--- src/rtl/hostcmd_pkg.sv ---
package hostcmd_pkg;
  localparam logic [7:0] ADDR_IN0  = 8'hB0;
  localparam logic [7:0] ADDR_IN1  = 8'hB1;
  localparam logic [7:0] ADDR_OUT  = 8'hB2;
  localparam logic [7:0] ADDR_CMD  = 8'hB4;
  localparam logic [7:0] ADDR_STAT = 8'hB6;

  localparam logic [7:0] OP_POKE  = 8'h04;
  localparam logic [7:0] OP_POKE2 = 8'h08;
  localparam logic [7:0] OP_ADC   = 8'h0D;
  localparam logic [7:0] OP_PROC  = 8'h0F;
  localparam logic [7:0] OP_BASE  = 8'h10;
  localparam logic [7:0] OP_RSSI  = 8'h12;

  typedef enum logic [2:0] {
    S_IDLE,
    S_EXEC,
    S_POKE_HI,
    S_WAIT_ACK,
    S_DONE
  } seq_state_e;
endpackage

--- src/rtl/hostcmd_rstsync.sv ---
module hostcmd_rstsync (
  input  logic clk,
  input  logic arst_n,
  output logic rst_n
);
  logic [1:0] sync_q;

  always_ff @(posedge clk or negedge arst_n) begin
    if (!arst_n) sync_q <= 2'b00;
    else         sync_q <= {sync_q[0], 1'b1};
  end

  assign rst_n = sync_q[1];
endmodule

--- src/rtl/hostcmd_regs.sv ---
module hostcmd_regs
  import hostcmd_pkg::*;
#(
  parameter int DW = 16,
  parameter int CW = 8
) (
  input  logic          clk,
  input  logic          rst_n,
  input  logic          bus_wr,
  input  logic          bus_rd,
  input  logic [7:0]    bus_addr,
  input  logic [DW-1:0] bus_wdata,
  input  logic          busy,
  input  logic [CW-1:0] cmd_cur,
  input  logic          done_set,
  input  logic          out_load,
  input  logic [DW-1:0] out_val,
  output logic [DW-1:0] in0,
  output logic [DW-1:0] in1,
  output logic [DW-1:0] rdata,
  output logic          done_flag,
  output logic          start,
  output logic [CW-1:0] start_code
);
  logic [DW-1:0] in0_q, in0_d, in1_q, in1_d, out_q, out_d;
  logic          done_q, done_d;
  logic          wr_in0, wr_in1, stat_rd;
  logic [DW-1:0] stat_w;

  always_comb begin
    wr_in0     = bus_wr && (bus_addr == ADDR_IN0) && !busy;
    wr_in1     = bus_wr && (bus_addr == ADDR_IN1) && !busy;
    start_code = bus_wdata[CW-1:0];
    start      = bus_wr && (bus_addr == ADDR_CMD) && !busy && (start_code != '0);
    stat_rd    = bus_rd && (bus_addr == ADDR_STAT);

    in0_d  = wr_in0 ? bus_wdata : in0_q;
    in1_d  = wr_in1 ? bus_wdata : in1_q;
    out_d  = out_load ? out_val : out_q;
    if (done_set)     done_d = 1'b1;
    else if (stat_rd) done_d = 1'b0;
    else              done_d = done_q;

    stat_w            = '0;
    stat_w[0]         = done_q;
    stat_w[1]         = busy;
    stat_w[DW-1 -: CW] = cmd_cur;

    case (bus_addr)
      ADDR_OUT:  rdata = out_q;
      ADDR_STAT: rdata = stat_w;
      default:   rdata = '0;
    endcase
  end

  always_ff @(posedge clk or negedge rst_n) begin
    if (!rst_n) begin
      in0_q  <= '0;
      in1_q  <= '0;
      out_q  <= '0;
      done_q <= 1'b0;
    end else begin
      in0_q  <= in0_d;
      in1_q  <= in1_d;
      out_q  <= out_d;
      done_q <= done_d;
    end
  end

  assign in0       = in0_q;
  assign in1       = in1_q;
  assign done_flag = done_q;
endmodule

--- src/rtl/hostcmd_seq.sv ---
module hostcmd_seq
  import hostcmd_pkg::*;
#(
  parameter int DW    = 16,
  parameter int CW    = 8,
  parameter int DEPTH = 64,
  parameter int PTR_W = 6
) (
  input  logic             clk,
  input  logic             rst_n,
  input  logic             start,
  input  logic [CW-1:0]    start_code,
  input  logic [DW-1:0]    in0,
  input  logic [DW-1:0]    in1,
  input  logic             proc_ack,
  output logic             busy,
  output logic [CW-1:0]    cmd_cur,
  output logic             tbl_we,
  output logic [PTR_W-1:0] tbl_addr,
  output logic [DW-1:0]    tbl_wdata,
  output logic             tbl_proc,
  output logic             adc_load,
  output logic             rssi_load,
  output logic             done_set,
  output logic             out_load,
  output logic [DW-1:0]    out_val
);
  localparam logic [PTR_W-1:0] PTR_LAST = PTR_W'(DEPTH - 1);

  seq_state_e       state_q, state_d;
  logic [CW-1:0]    cmd_q, cmd_d;
  logic [PTR_W-1:0] ptr_q, ptr_d, ptr_p1, ptr_p2;

  function automatic logic [PTR_W-1:0] step(input logic [PTR_W-1:0] p);
    return (p == PTR_LAST) ? '0 : p + 1'b1;
  endfunction

  always_comb begin
    ptr_p1    = step(ptr_q);
    ptr_p2    = step(ptr_p1);
    state_d   = state_q;
    cmd_d     = cmd_q;
    ptr_d     = ptr_q;
    tbl_we    = 1'b0;
    tbl_addr  = ptr_q;
    tbl_wdata = in0;
    tbl_proc  = 1'b0;
    adc_load  = 1'b0;
    rssi_load = 1'b0;
    done_set  = 1'b0;
    out_load  = 1'b0;
    out_val   = DW'(ptr_p1);

    case (state_q)
      S_IDLE: begin
        if (start) begin
          state_d = S_EXEC;
          cmd_d   = start_code;
        end
      end
      S_EXEC: begin
        state_d = S_DONE;
        case (cmd_q)
          OP_POKE: begin
            tbl_we   = 1'b1;
            ptr_d    = ptr_p1;
            out_load = 1'b1;
          end
          OP_POKE2: begin
            tbl_we  = 1'b1;
            state_d = S_POKE_HI;
          end
          OP_BASE: begin
            ptr_d    = '0;
            out_load = 1'b1;
            out_val  = '0;
          end
          OP_ADC:  adc_load  = 1'b1;
          OP_RSSI: rssi_load = 1'b1;
          OP_PROC: begin
            tbl_proc = 1'b1;
            state_d  = S_WAIT_ACK;
          end
          default: ;
        endcase
      end
      S_POKE_HI: begin
        tbl_we    = 1'b1;
        tbl_addr  = ptr_p1;
        tbl_wdata = in1;
        ptr_d     = ptr_p2;
        out_load  = 1'b1;
        out_val   = DW'(ptr_p2);
        state_d   = S_DONE;
      end
      S_WAIT_ACK: begin
        if (proc_ack) state_d = S_DONE;
      end
      S_DONE: begin
        done_set = 1'b1;
        cmd_d    = '0;
        state_d  = S_IDLE;
      end
      default: state_d = S_IDLE;
    endcase
  end

  always_ff @(posedge clk or negedge rst_n) begin
    if (!rst_n) begin
      state_q <= S_IDLE;
      cmd_q   <= '0;
      ptr_q   <= '0;
    end else begin
      state_q <= state_d;
      cmd_q   <= cmd_d;
      ptr_q   <= ptr_d;
    end
  end

  assign busy    = (state_q != S_IDLE);
  assign cmd_cur = cmd_q;
endmodule

--- src/rtl/hostcmd_cfg.sv ---
module hostcmd_cfg #(
  parameter int DW       = 16,
  parameter int ADC_MIN  = 24,
  parameter int ADC_MAX  = 256,
  parameter int ADC_MULT = 22,
  parameter int ADC_W    = 9,
  parameter int CYC_W    = 13
) (
  input  logic             clk,
  input  logic             rst_n,
  input  logic             adc_load,
  input  logic             rssi_load,
  input  logic [DW-1:0]    in0,
  input  logic [DW-1:0]    in1,
  output logic [ADC_W-1:0] adc_n,
  output logic [CYC_W-1:0] adc_cycles,
  output logic [DW-1:0]    rssi_start,
  output logic [DW-1:0]    rssi_len
);
  localparam logic [ADC_W-1:0] N_RST   = ADC_W'(ADC_MIN);
  localparam logic [CYC_W-1:0] CYC_RST = CYC_W'(ADC_MULT * ADC_MIN + 1);

  logic [ADC_W-1:0] n_q, n_d, n_clamp;
  logic [CYC_W-1:0] cyc_q, cyc_d;
  logic [DW-1:0]    rs_q, rs_d, rl_q, rl_d;

  always_comb begin
    if (in0 < DW'(ADC_MIN))      n_clamp = ADC_W'(ADC_MIN);
    else if (in0 > DW'(ADC_MAX)) n_clamp = ADC_W'(ADC_MAX);
    else                         n_clamp = in0[ADC_W-1:0];

    n_d   = adc_load ? n_clamp : n_q;
    cyc_d = adc_load ? (CYC_W'(ADC_MULT) * CYC_W'(n_clamp) + CYC_W'(1)) : cyc_q;
    rs_d  = rssi_load ? in0 : rs_q;
    rl_d  = rssi_load ? in1 : rl_q;
  end

  always_ff @(posedge clk or negedge rst_n) begin
    if (!rst_n) begin
      n_q   <= N_RST;
      cyc_q <= CYC_RST;
      rs_q  <= '0;
      rl_q  <= '0;
    end else begin
      n_q   <= n_d;
      cyc_q <= cyc_d;
      rs_q  <= rs_d;
      rl_q  <= rl_d;
    end
  end

  assign adc_n      = n_q;
  assign adc_cycles = cyc_q;
  assign rssi_start = rs_q;
  assign rssi_len   = rl_q;
endmodule

--- src/rtl/hostcmd_engine.sv ---
module hostcmd_engine
  import hostcmd_pkg::*;
#(
  parameter int DW       = 16,
  parameter int CW       = 8,
  parameter int DEPTH    = 64,
  parameter int ADC_MIN  = 24,
  parameter int ADC_MAX  = 256,
  parameter int ADC_MULT = 22,
  localparam int PTR_W   = $clog2(DEPTH),
  localparam int ADC_W   = $clog2(ADC_MAX + 1),
  localparam int CYC_W   = $clog2(ADC_MULT * ADC_MAX + 2)
) (
  input  logic             clk,
  input  logic             arst_n,
  input  logic             bus_wr,
  input  logic             bus_rd,
  input  logic [7:0]       bus_addr,
  input  logic [DW-1:0]    bus_wdata,
  output logic [DW-1:0]    bus_rdata,
  output logic             done_irq,
  output logic             tbl_we,
  output logic [PTR_W-1:0] tbl_addr,
  output logic [DW-1:0]    tbl_wdata,
  output logic             tbl_proc,
  input  logic             proc_ack,
  output logic [ADC_W-1:0] adc_n,
  output logic [CYC_W-1:0] adc_cycles,
  output logic [DW-1:0]    rssi_start,
  output logic [DW-1:0]    rssi_len
);
  logic          rst_n_s;
  logic          busy, start, done_set, out_load, adc_load, rssi_load;
  logic [CW-1:0] cmd_cur, start_code;
  logic [DW-1:0] in0_w, in1_w, out_val;

  hostcmd_rstsync u_rst (
    .clk    (clk),
    .arst_n (arst_n),
    .rst_n  (rst_n_s)
  );

  hostcmd_regs #(.DW(DW), .CW(CW)) u_regs (
    .clk        (clk),
    .rst_n      (rst_n_s),
    .bus_wr     (bus_wr),
    .bus_rd     (bus_rd),
    .bus_addr   (bus_addr),
    .bus_wdata  (bus_wdata),
    .busy       (busy),
    .cmd_cur    (cmd_cur),
    .done_set   (done_set),
    .out_load   (out_load),
    .out_val    (out_val),
    .in0        (in0_w),
    .in1        (in1_w),
    .rdata      (bus_rdata),
    .done_flag  (done_irq),
    .start      (start),
    .start_code (start_code)
  );

  hostcmd_seq #(.DW(DW), .CW(CW), .DEPTH(DEPTH), .PTR_W(PTR_W)) u_seq (
    .clk        (clk),
    .rst_n      (rst_n_s),
    .start      (start),
    .start_code (start_code),
    .in0        (in0_w),
    .in1        (in1_w),
    .proc_ack   (proc_ack),
    .busy       (busy),
    .cmd_cur    (cmd_cur),
    .tbl_we     (tbl_we),
    .tbl_addr   (tbl_addr),
    .tbl_wdata  (tbl_wdata),
    .tbl_proc   (tbl_proc),
    .adc_load   (adc_load),
    .rssi_load  (rssi_load),
    .done_set   (done_set),
    .out_load   (out_load),
    .out_val    (out_val)
  );

  hostcmd_cfg #(
    .DW(DW), .ADC_MIN(ADC_MIN), .ADC_MAX(ADC_MAX), .ADC_MULT(ADC_MULT),
    .ADC_W(ADC_W), .CYC_W(CYC_W)
  ) u_cfg (
    .clk        (clk),
    .rst_n      (rst_n_s),
    .adc_load   (adc_load),
    .rssi_load  (rssi_load),
    .in0        (in0_w),
    .in1        (in1_w),
    .adc_n      (adc_n),
    .adc_cycles (adc_cycles),
    .rssi_start (rssi_start),
    .rssi_len   (rssi_len)
  );
endmodule

--- config.mk ---
export PLATFORM = sky130hd
export DESIGN_NAME = hostcmd_engine
export DESIGN_NICKNAME = d
export VERILOG_FILES = /design/src/rtl/hostcmd_pkg.sv /design/src/rtl/hostcmd_rstsync.sv /design/src/rtl/hostcmd_regs.sv /design/src/rtl/hostcmd_seq.sv /design/src/rtl/hostcmd_cfg.sv /design/src/rtl/hostcmd_engine.sv
export SDC_FILE = /design/constraint.sdc
export NUM_CORES = 1
export LEC_CHECK = 0
export ABC_AREA = 1
export BUFFER_PORTS_ARGS = -buffer_cell sky130_fd_sc_hd__buf_4
export CORE_ASPECT_RATIO = 1.4
export CORE_MARGIN = 3
export CORE_UTILIZATION = 35
export CTS_CLUSTER_DIAMETER = 40
export DETAILED_ROUTE_END_ITERATION = 7
export SYNTH_ARGS = -nofsm -noshare
export SYNTH_HDL_FRONTEND = slang
export SYNTH_HIERARCHICAL = 1
export SYNTH_SLANG_ARGS = --single-unit
export TNS_END_PERCENT = 100
--- constraint.sdc ---
create_clock -name clk -period 3.48 [get_ports clk]
set_input_delay 0.174 -clock clk [delete_from_list [all_inputs] [get_ports clk]]
set_output_delay 0.174 -clock clk [all_outputs]
set_load 0.05 [all_outputs]
# Word-level counts from Yosys, hierarchy flattened
# Cells that the tools add are included.
# totals
reg_bits	122
elab_cells	88
# classes
eq_ne	20
magnitude_cmp	2
mux	30
multipliers	1
add_sub_neg	3
reduce_logical	20
# ops
op	count
case mux 16 bit (2 select lines)	2
== test 8 bit (second input constant)	5
== test 8 x 4 -> 1 bit (second input constant)	3
two-way mux 6 bit	4
case mux 6 bit (2 select lines)	2
two-way mux 9 bit	2
== test 8 x 5 -> 1 bit (second input constant)	2
> comparator 16 x 9 -> 1 bit (second input constant)	1
< comparator 16 x 5 -> 1 bit (second input constant)	1
two-way mux 16 bit	1
case mux 8 bit (2 select lines)	1
adder 13 x 1 -> 13 bit (second input constant)	1
adder 6 x 1 -> 6 bit (second input constant)	2
== test 6 bit (second input constant)	2
multiplier 4 x 9 -> 12 bit (first input constant)	1
case mux 3 bit (4 select lines)	1
two-way mux 1 bit	11
== test 8 x 3 -> 1 bit (second input constant)	1
logical AND 1 bit	8
two-way mux 8 bit	1
nonzero test 8 bit	1
== test 3 x 2 -> 1 bit (second input constant)	2
two-way mux 3 bit	2
case mux 3 bit (2 select lines)	1
other kinds (11)	18

# Longest topological paths before layout
# Gate-level depths: netlist (run 1).
# depth
word_depth	6
depth_mapped	21
mapped_depth_nobuf	21

# Modules after synthesis
# The synthesis (run 1) kept the hierarchy.
# modules_own_cells
mod	area_each_um2	cells_per_inst	seq_area_each_um2	n_inst
hostcmd_cfg	3001.6	312	1306.3	1
hostcmd_regs	2391.0	279	1226.2	1
hostcmd_seq	1626.6	261	425.4	1
hostcmd_rstsync	53.8	3	50.0	1

# Worst setup path after synthesis (run 1)
# No wires, ideal clock.
# synth_timing
path_type	register -> register
start	register u_regs.in0_q[5] (netlist: u_regs/in0[5])
end	register u_cfg.cyc_q[12] (netlist: u_cfg/adc_cycles[12])
stages_incl_launch_ff	17
setup_slack_ps	508
period_less_slack_ps	2972
required_time_ps	3362
arrival_time_ps	2855
cell_sequence	dfrtp_1 -> nor2_2 -> nand2_1 -> nor2_4 -> a21oi_1 -> nor3_1 -> ha_1 -> inv_1 -> fa_1 -> inv_1 -> ha_1 -> a21oi_1 -> nand3_1 -> nand2_1 -> nand3_1 -> nand3_1 -> nand2_1
# synth_between
elab_chain_cells	5
elab_cells_between_ends	6
cone_classes	add/sub: 1; mul: 1; order compare: 2; mux: 2
# synth_rtl
element	line_no	source
start: declaration	hostcmd_regs.sv:25	logic [DW-1:0] in0_q, in0_d, in1_q, in1_d, out_q, out_d;
start signal: assignment	hostcmd_regs.sv:63	in0_q <= in0_d;
> comparator 16 x 9 -> 1 bit	hostcmd_cfg.sv:29	else if (in0 > DW'(ADC_MAX)) n_clamp = ADC_W'(ADC_MAX);
two-way mux 9 bit	hostcmd_cfg.sv:29	
two-way mux 9 bit (*)	hostcmd_cfg.sv:28	if (in0 < DW'(ADC_MIN)) n_clamp = ADC_W'(ADC_MIN);
via u_cfg.n_clamp[2]	hostcmd_cfg.sv:23	logic [ADC_W-1:0] n_q, n_d, n_clamp;
multiplier 4 x 9 -> 12 bit (*)	hostcmd_cfg.sv:33	cyc_d = adc_load ? (CYC_W'(ADC_MULT) * CYC_W'(n_clamp) + CYC_W'(1)) : cyc_q;
adder 13 x 1 -> 13 bit (*)	hostcmd_cfg.sv:33	
end signal: assignment	hostcmd_cfg.sv:46	cyc_q <= cyc_d;
end: declaration	hostcmd_cfg.sv:24	logic [CYC_W-1:0] cyc_q, cyc_d;
# Mark *: on every way through the listed nets, which the timed path passes. The rest lies on a longest branch.
# A chain may end at the register's enable or synchronous reset.

# Worst setup path after layout (run 1)
# layout_timing
start	register u_regs.in0_q[10] (netlist: u_regs/in0[10])
end	register u_cfg.cyc_q[8] (netlist: u_cfg/adc_cycles[8])
# Same word-level chain as after synthesis.

==> results_dict.tcl, run 1 <==
set metrics [dict create \
    reg2reg_slack_ps 270 \
    layout_commonest_cell "nand2_1" \
    layout-drive-gt1-share 0.277 \
    final.setup.worst_slack_ps 272 \
    grt_pass1_wl_um 30700 \
    grt_overflow 0 \
    critPathRequiredTime_ps 3730 \
    antenna_found_initial 0 \
    worstPathArrival_ps 3460 \
    skew_ps 9.11 \
    synth-edff-count 0 \
    clk_path_buf_depth 2 \
    wirelength_um 18800 \
    layout_common_cells "nand2_1, buf_4, dfrtp_1" \
    rsz0062_at_grt "false" \
    groute.usage.overall 0.175 \
    min_period_ps 3210 \
    synth_cell_types 44 \
    die-area_sq_um 22000 \
    avgSynthCellArea_sq_um 8.27 \
    synthAdderAreaFrac 0.0577 \
    vias_per_cell 4.77 \
    gp_congestion 0.859 \
    place_ws_ps 208 \
    clkTransAtPathRegs_ps 60 \
    synth_mux_area_frac 0.0430 \
    placed_cells 1196 \
    finalNonFillerCells 1230 \
    critical_path_class "flip-flop to flip-flop" \
    drt-initial-drc-count 271 \
    yosys.area_share.xor_xnor 0.00371 \
    hold_slack_ps 24.5 \
    outcome "complete, no violations" \
    grt_max_degree 60 \
    syn_inst 855 \
    setup_viol 0 \
    ys.flop_type "dfrtp_1" \
    ys_ff_latch 120 \
    syn_to_final_growth_pct 23.4 \
    wire_per_inst_um 15.3 \
    die_h_um 174 \
    cts_tree "built" \
    r2r-start "u_regs/in0[10]" \
    slew_viol_final 0 \
    startpoint "u_regs/in0[10]" \
    synth_top_area_cell "dfrtp_1" \
    synth_area_sq_um 7070 \
    utilization 0.447 \
    core_area_sq_um 19500 \
    pin_count 124 \
    synth_top_family_by_area "simple AND/OR/NAND/NOR gates" \
    fin_nets 1027 \
    drc 0 \
    die_x_um 126 \
    max_cap_violations 0 \
    synth.top_cell.area_share 0.410 \
    place_hpwl_um 14400 \
    synth-seq-area-share 0.425 \
    synthArstFlopShare 1.00 \
    initial_core_util 0.362 \
    fmax_mhz 312 \
    ir_drop_v 0.000327 \
    holdCritStartpoint "bus_wdata[13]" \
    crit_path_end_kind "flip-flop" \
    diodes 0 \
    cts-root-buf "clkbuf_16" \
    io_buffers 122 \
    ys_warn_count 6 \
    final.setup.tns_ps 0 \
    finalCritPeriodShare 0.922 \
    postRouteAntennaNets 0 \
    first_global_vias 5910 \
    synth-simple-area-share 0.288 \
    max_slew_margin 0.333 \
    hp-class "input port to flip-flop" \
    worstPathMaxFanout 7 \
    worst_pin_slew_ps 1000 \
    num_rows 60 \
    start_kind "flip-flop" \
    leakagePower_uw 0.00475 \
    p_per_area_nw_per_um2 584 \
    clk-insertion-delay-late_ps 420 \
    synth_compound_area_frac 0.0743 \
    vias 5869 \
    yosys-top-cells-area "dfrtp_1, nand2_1, inv_1" \
    cts_sinks 120 \
    h-tree-depth 4 \
    drtPass1Iterations 6 \
    numCtsBuffers 17 \
    hold_viol_final 0 \
]
sequential cells by signal (all words and copies together) (netlist names):
| signal | flops |
|---|---|
| u_cfg/adc_n | 9 |
| u_seq/cmd_cur | 8 |
| u_cfg/adc_cycles | 11 |
| u_rst/sync_q | 2 |
| u_cfg/rssi_len | 16 |
| u_seq/state_q | 3 |
| u_regs/in1 | 16 |
| u_regs/out_q | 16 |
| u_seq/ptr_q | 6 |
| u_regs/done_flag | 1 |
| u_cfg/rssi_start | 16 |
| u_regs/in0 | 16 |
repair_timing:
| action | 4_1_cts | 5_1_grt |
|---|---|---|
| hold buffers | 1 | 0 |
| endpoints found under the setup margin | 0 | 6 |
| endpoints found under the hold margin | 2 | 0 |
| gates resized for setup | 0 | 4 |
| buffers inserted | 0 | 1 |
stage by stage:
stage,power [uW],cell area (sq um)
2_1_floorplan,2900,7110
4_1_cts,5120,8700
5_1_grt,5430,8730
3_5_place_dp,3300,8090
6_report,5100,8730
3_3_place_gp,3290,8090
area by class of cell:
type                       instances  area [sq um]
clock buffer                      23           478
clock inverter                     9           124
fill                            2023         10800
inverter                         102           385
multi-input combinational        590          3370
sequential                       120          3010
tap                              248           310
timing repair buffer             138          1050
routing by layer:
layer	track usage	part of all wire	vias to the layer above
met1	0.202	0.40	2765
met5	0	0	-
met3	0.0424	0.044	25
li1	-	-	2955
met4	0.0613	0.021	0
met2	0.314	0.53	124
cell families after synthesis:
family          after synthesis
xor+xnor                      3
mux                          27
other cells                   3
buf+inv                     154
flops                       120
simple gates                430
fa+ha+maj                    29
compound gates               89
worst paths after layout:
| check | endpoint | cells past startpoint |
|---|---|---|
| max | u_cfg/adc_cycles[8] | 17 |
| min | u_regs/in1[13] | 3 |
| max reg2reg | u_cfg/adc_cycles[8] | 17 |
| min reg2reg | u_rst/sync_q[1] | 0 |
| max in group asynchronous | u_cfg/adc_n[3] | 1 |
| min in group asynchronous | u_rst/sync_q[1] | 2 |
where the power goes:
group          switching [uW]  leakage (uW)  internal, uW
Sequential                136       0.00159          1570
Clock                     620      0.000301          1180
Combinational            1070       0.00286           522
worst max-delay path, stage by stage, from the launching register on:
cell and delay [ps]:
dfrtp_1 420, nor2_1 130, nand2_1 140, nor2_8 210, nand3_4 120, inv_1 120
nor3_2 70, ha_1 290, inv_1 50, fa_1 500, inv_1 40, ha_1 350
nand2_1 100, inv_1 60, nand2_1 80, nand3_1 120, xnor2_1 160, o21ai_1 80
cells in the mapped netlist (5+ instances only):
library cell	n
buf_4	28
dfrtp_1	116
fa_1	6
nand2_2	19
a21oi_1	15
nand3_1	34
nor2_2	11
nand4_1	42
mux2_2	27
nor2_1	48
nor2_4	6
inv_1	97
buf_2	12
buf_6	6
nand2_1	247
o21ai_2	9
o21ai_0	39
ha_1	23
clkbuf_1	5
o21ai_1	8
o22ai_1	8
Note: power is estimated with default switching activity, not from simulation.
==> run 2: changes to the inputs <==
- SETUP_SLACK_MARGIN: default -> 0.4
==> run 2 against run 1 <==
Against the previous run:
- non-clock buffer count increased by 19
- via count increased by 2.1%
- sequential share of layout area shrank 1.2 points
- critical path type unchanged
- largest cell class unchanged
==> results_dict.tcl, run 2 (synthesis gave the netlist of run 1 again) <==
set metrics [dict create \
    worst_pin_slew_ps 991 \
    die-area_sq_um 22000 \
    hold_viol_final 0 \
    final.setup.tns_ps 0 \
    share_seq_of_total_power 0.315 \
    vias 5994 \
    syn_to_final_growth_pct 28.2 \
    fmax_mhz 330 \
    fin_nets 1046 \
    crit_path_end_kind "flip-flop" \
    grt_overflow 0 \
    cts_tree "built" \
    antenna_found_initial 0 \
    pwr-share-clk 0.331 \
    setup_viol 0 \
    max_slew_margin 0.338 \
    skew_ps 8.31 \
    ir_drop_v 0.000329 \
    place_hpwl_um 14400 \
    start_kind "flip-flop" \
    num_rows 60 \
    diodes 0 \
    power_switching_uw 1970 \
    postRouteAntennaNets 0 \
    first_global_vias 5981 \
    wirelength_um 19300 \
    max_cap_violations 0 \
    p_per_area_nw_per_um2 599 \
    outcome "complete, no violations" \
    layout_commonest_cell "nand2_1" \
    layout-drive-gt1-share 0.332 \
    internal-power_uw 3460 \
    numCtsBuffers 17 \
    pin_count 124 \
    clk_path_buf_depth 2 \
    switching_share 0.362 \
    leakagePower_uw 0.00486 \
    worstPathMaxFanout 5 \
    die_x_um 126 \
    hp-class "input port to flip-flop" \
    hold_slack_ps 26.6 \
    grt_pass1_wl_um 30900 \
    io_buffers 122 \
    critical_path_class "flip-flop to flip-flop" \
    die_h_um 174 \
    critPathRequiredTime_ps 3730 \
    h-tree-depth 4 \
    drt-initial-drc-count 290 \
    clk-insertion-delay-late_ps 410 \
    worstPathArrival_ps 3280 \
    grt_max_degree 60 \
    core_area_sq_um 19500 \
    cts_sinks 120 \
    drc 0 \
    finalCritPeriodShare 0.871 \
    p_comb_frac 0.354 \
    min_period_ps 3030 \
    groute.usage.overall 0.176 \
    wire_per_inst_um 15.5 \
    clkTransAtPathRegs_ps 60 \
    cts-root-buf "clkbuf_16" \
    slew_viol_final 0 \
    gp_congestion 0.859 \
    drtPass1Iterations 5 \
    layout_common_cells "nand2_1, buf_4, dfrtp_1" \
    vias_per_cell 4.80 \
    rsz0062_at_grt "true" \
    initial_core_util 0.362 \
]
run 2: cell count changes in the layout (fill, tap and decap cells not counted), sizes merged:
cell,before,now
buf,137,156
run 2: stage by stage:
step	setup WS [ps]	std cells	utilization	area, sq um	total power (uW)
finish	449	1249	0.465	9070	5430
detailed placement	208	1196	0.415	8090	3300
global route	330	1249	0.465	9070	5760
CTS	405	1232	0.451	8810	5240
floorplan	508	864	-	7110	2900
global placement	293	1196	0.415	8090	3290
run 2: area by class of cell:
| type | instances | area, sq um |
|---|---|---|
| clock inverter | 9 | 124 |
| tap | 248 | 310 |
| inverter | 102 | 390 |
| timing repair buffer | 157 | 1200 |
| multi-input combinational | 590 | 3540 |
| fill | 1970 | 10500 |
| clock buffer | 23 | 478 |
| sequential | 120 | 3020 |
run 2: power by group through the flow:
stage	Combinational, uW	Sequential (uW)	Clock, uW
6_report	1920	1710	1800
4_1_cts	1700	1710	1830
5_1_grt	2130	1740	1900
3_5_place_dp	1570	1730	0
3_3_place_gp	1560	1730	0
2_1_floorplan	1120	1780	0
run 2: worst max-delay path, stage by stage (launching register included):
cell and delay, ps:
dfrtp_2 430, nor2_1 160, nand2_2 110, nor2_8 150
nand3_4 130, inv_4 110, nor3_4 50, ha_1 280
inv_1 60, fa_1 520, inv_2 50, ha_4 280
nand2_2 70, nor2_2 120, nand2_1 80, nand3_2 80
xnor2_1 120, o21ai_1 80
run 2: path summary, 6_finish.rpt:
kind | slack, ps | end | cells past startpoint | startpoint
setup / recovery | 450 | u_cfg/adc_cycles[8] | 17 | u_regs/in0[10]
hold / removal | 30 | u_regs/in1[13] | 3 | bus_wdata[13]
setup reg to reg | 450 | u_cfg/adc_cycles[8] | 17 | u_regs/in0[10]
hold reg to reg | 350 | u_rst/sync_q[1] | 0 | u_rst/sync_q[0]
max in group asynchronous | 2210 | u_cfg/adc_n[3] | 1 | u_rst/sync_q[1]
min in group asynchronous | 80 | u_rst/sync_q[1] | 2 | arst_n
run 2: repair_timing:
item | in CTS | in global routing
hold endpoints to repair | 2 | 0
resized for setup | 15 | 46
endpoints found under the setup margin | 7 | 7
setup buffers | 3 | 17
hold buffers | 1 | 0
pin swaps | 2 | 19
run 2: metal layers:
metal	up-vias	part of all wire	wire length (um)	track usage
met2	156	0.53	10300	0.315
met3	31	0.048	932	0.0424
met5	-	0	0	0
li1	2993	-	-	-
met1	2814	0.39	7600	0.203
met4	0	0.024	470	0.0631
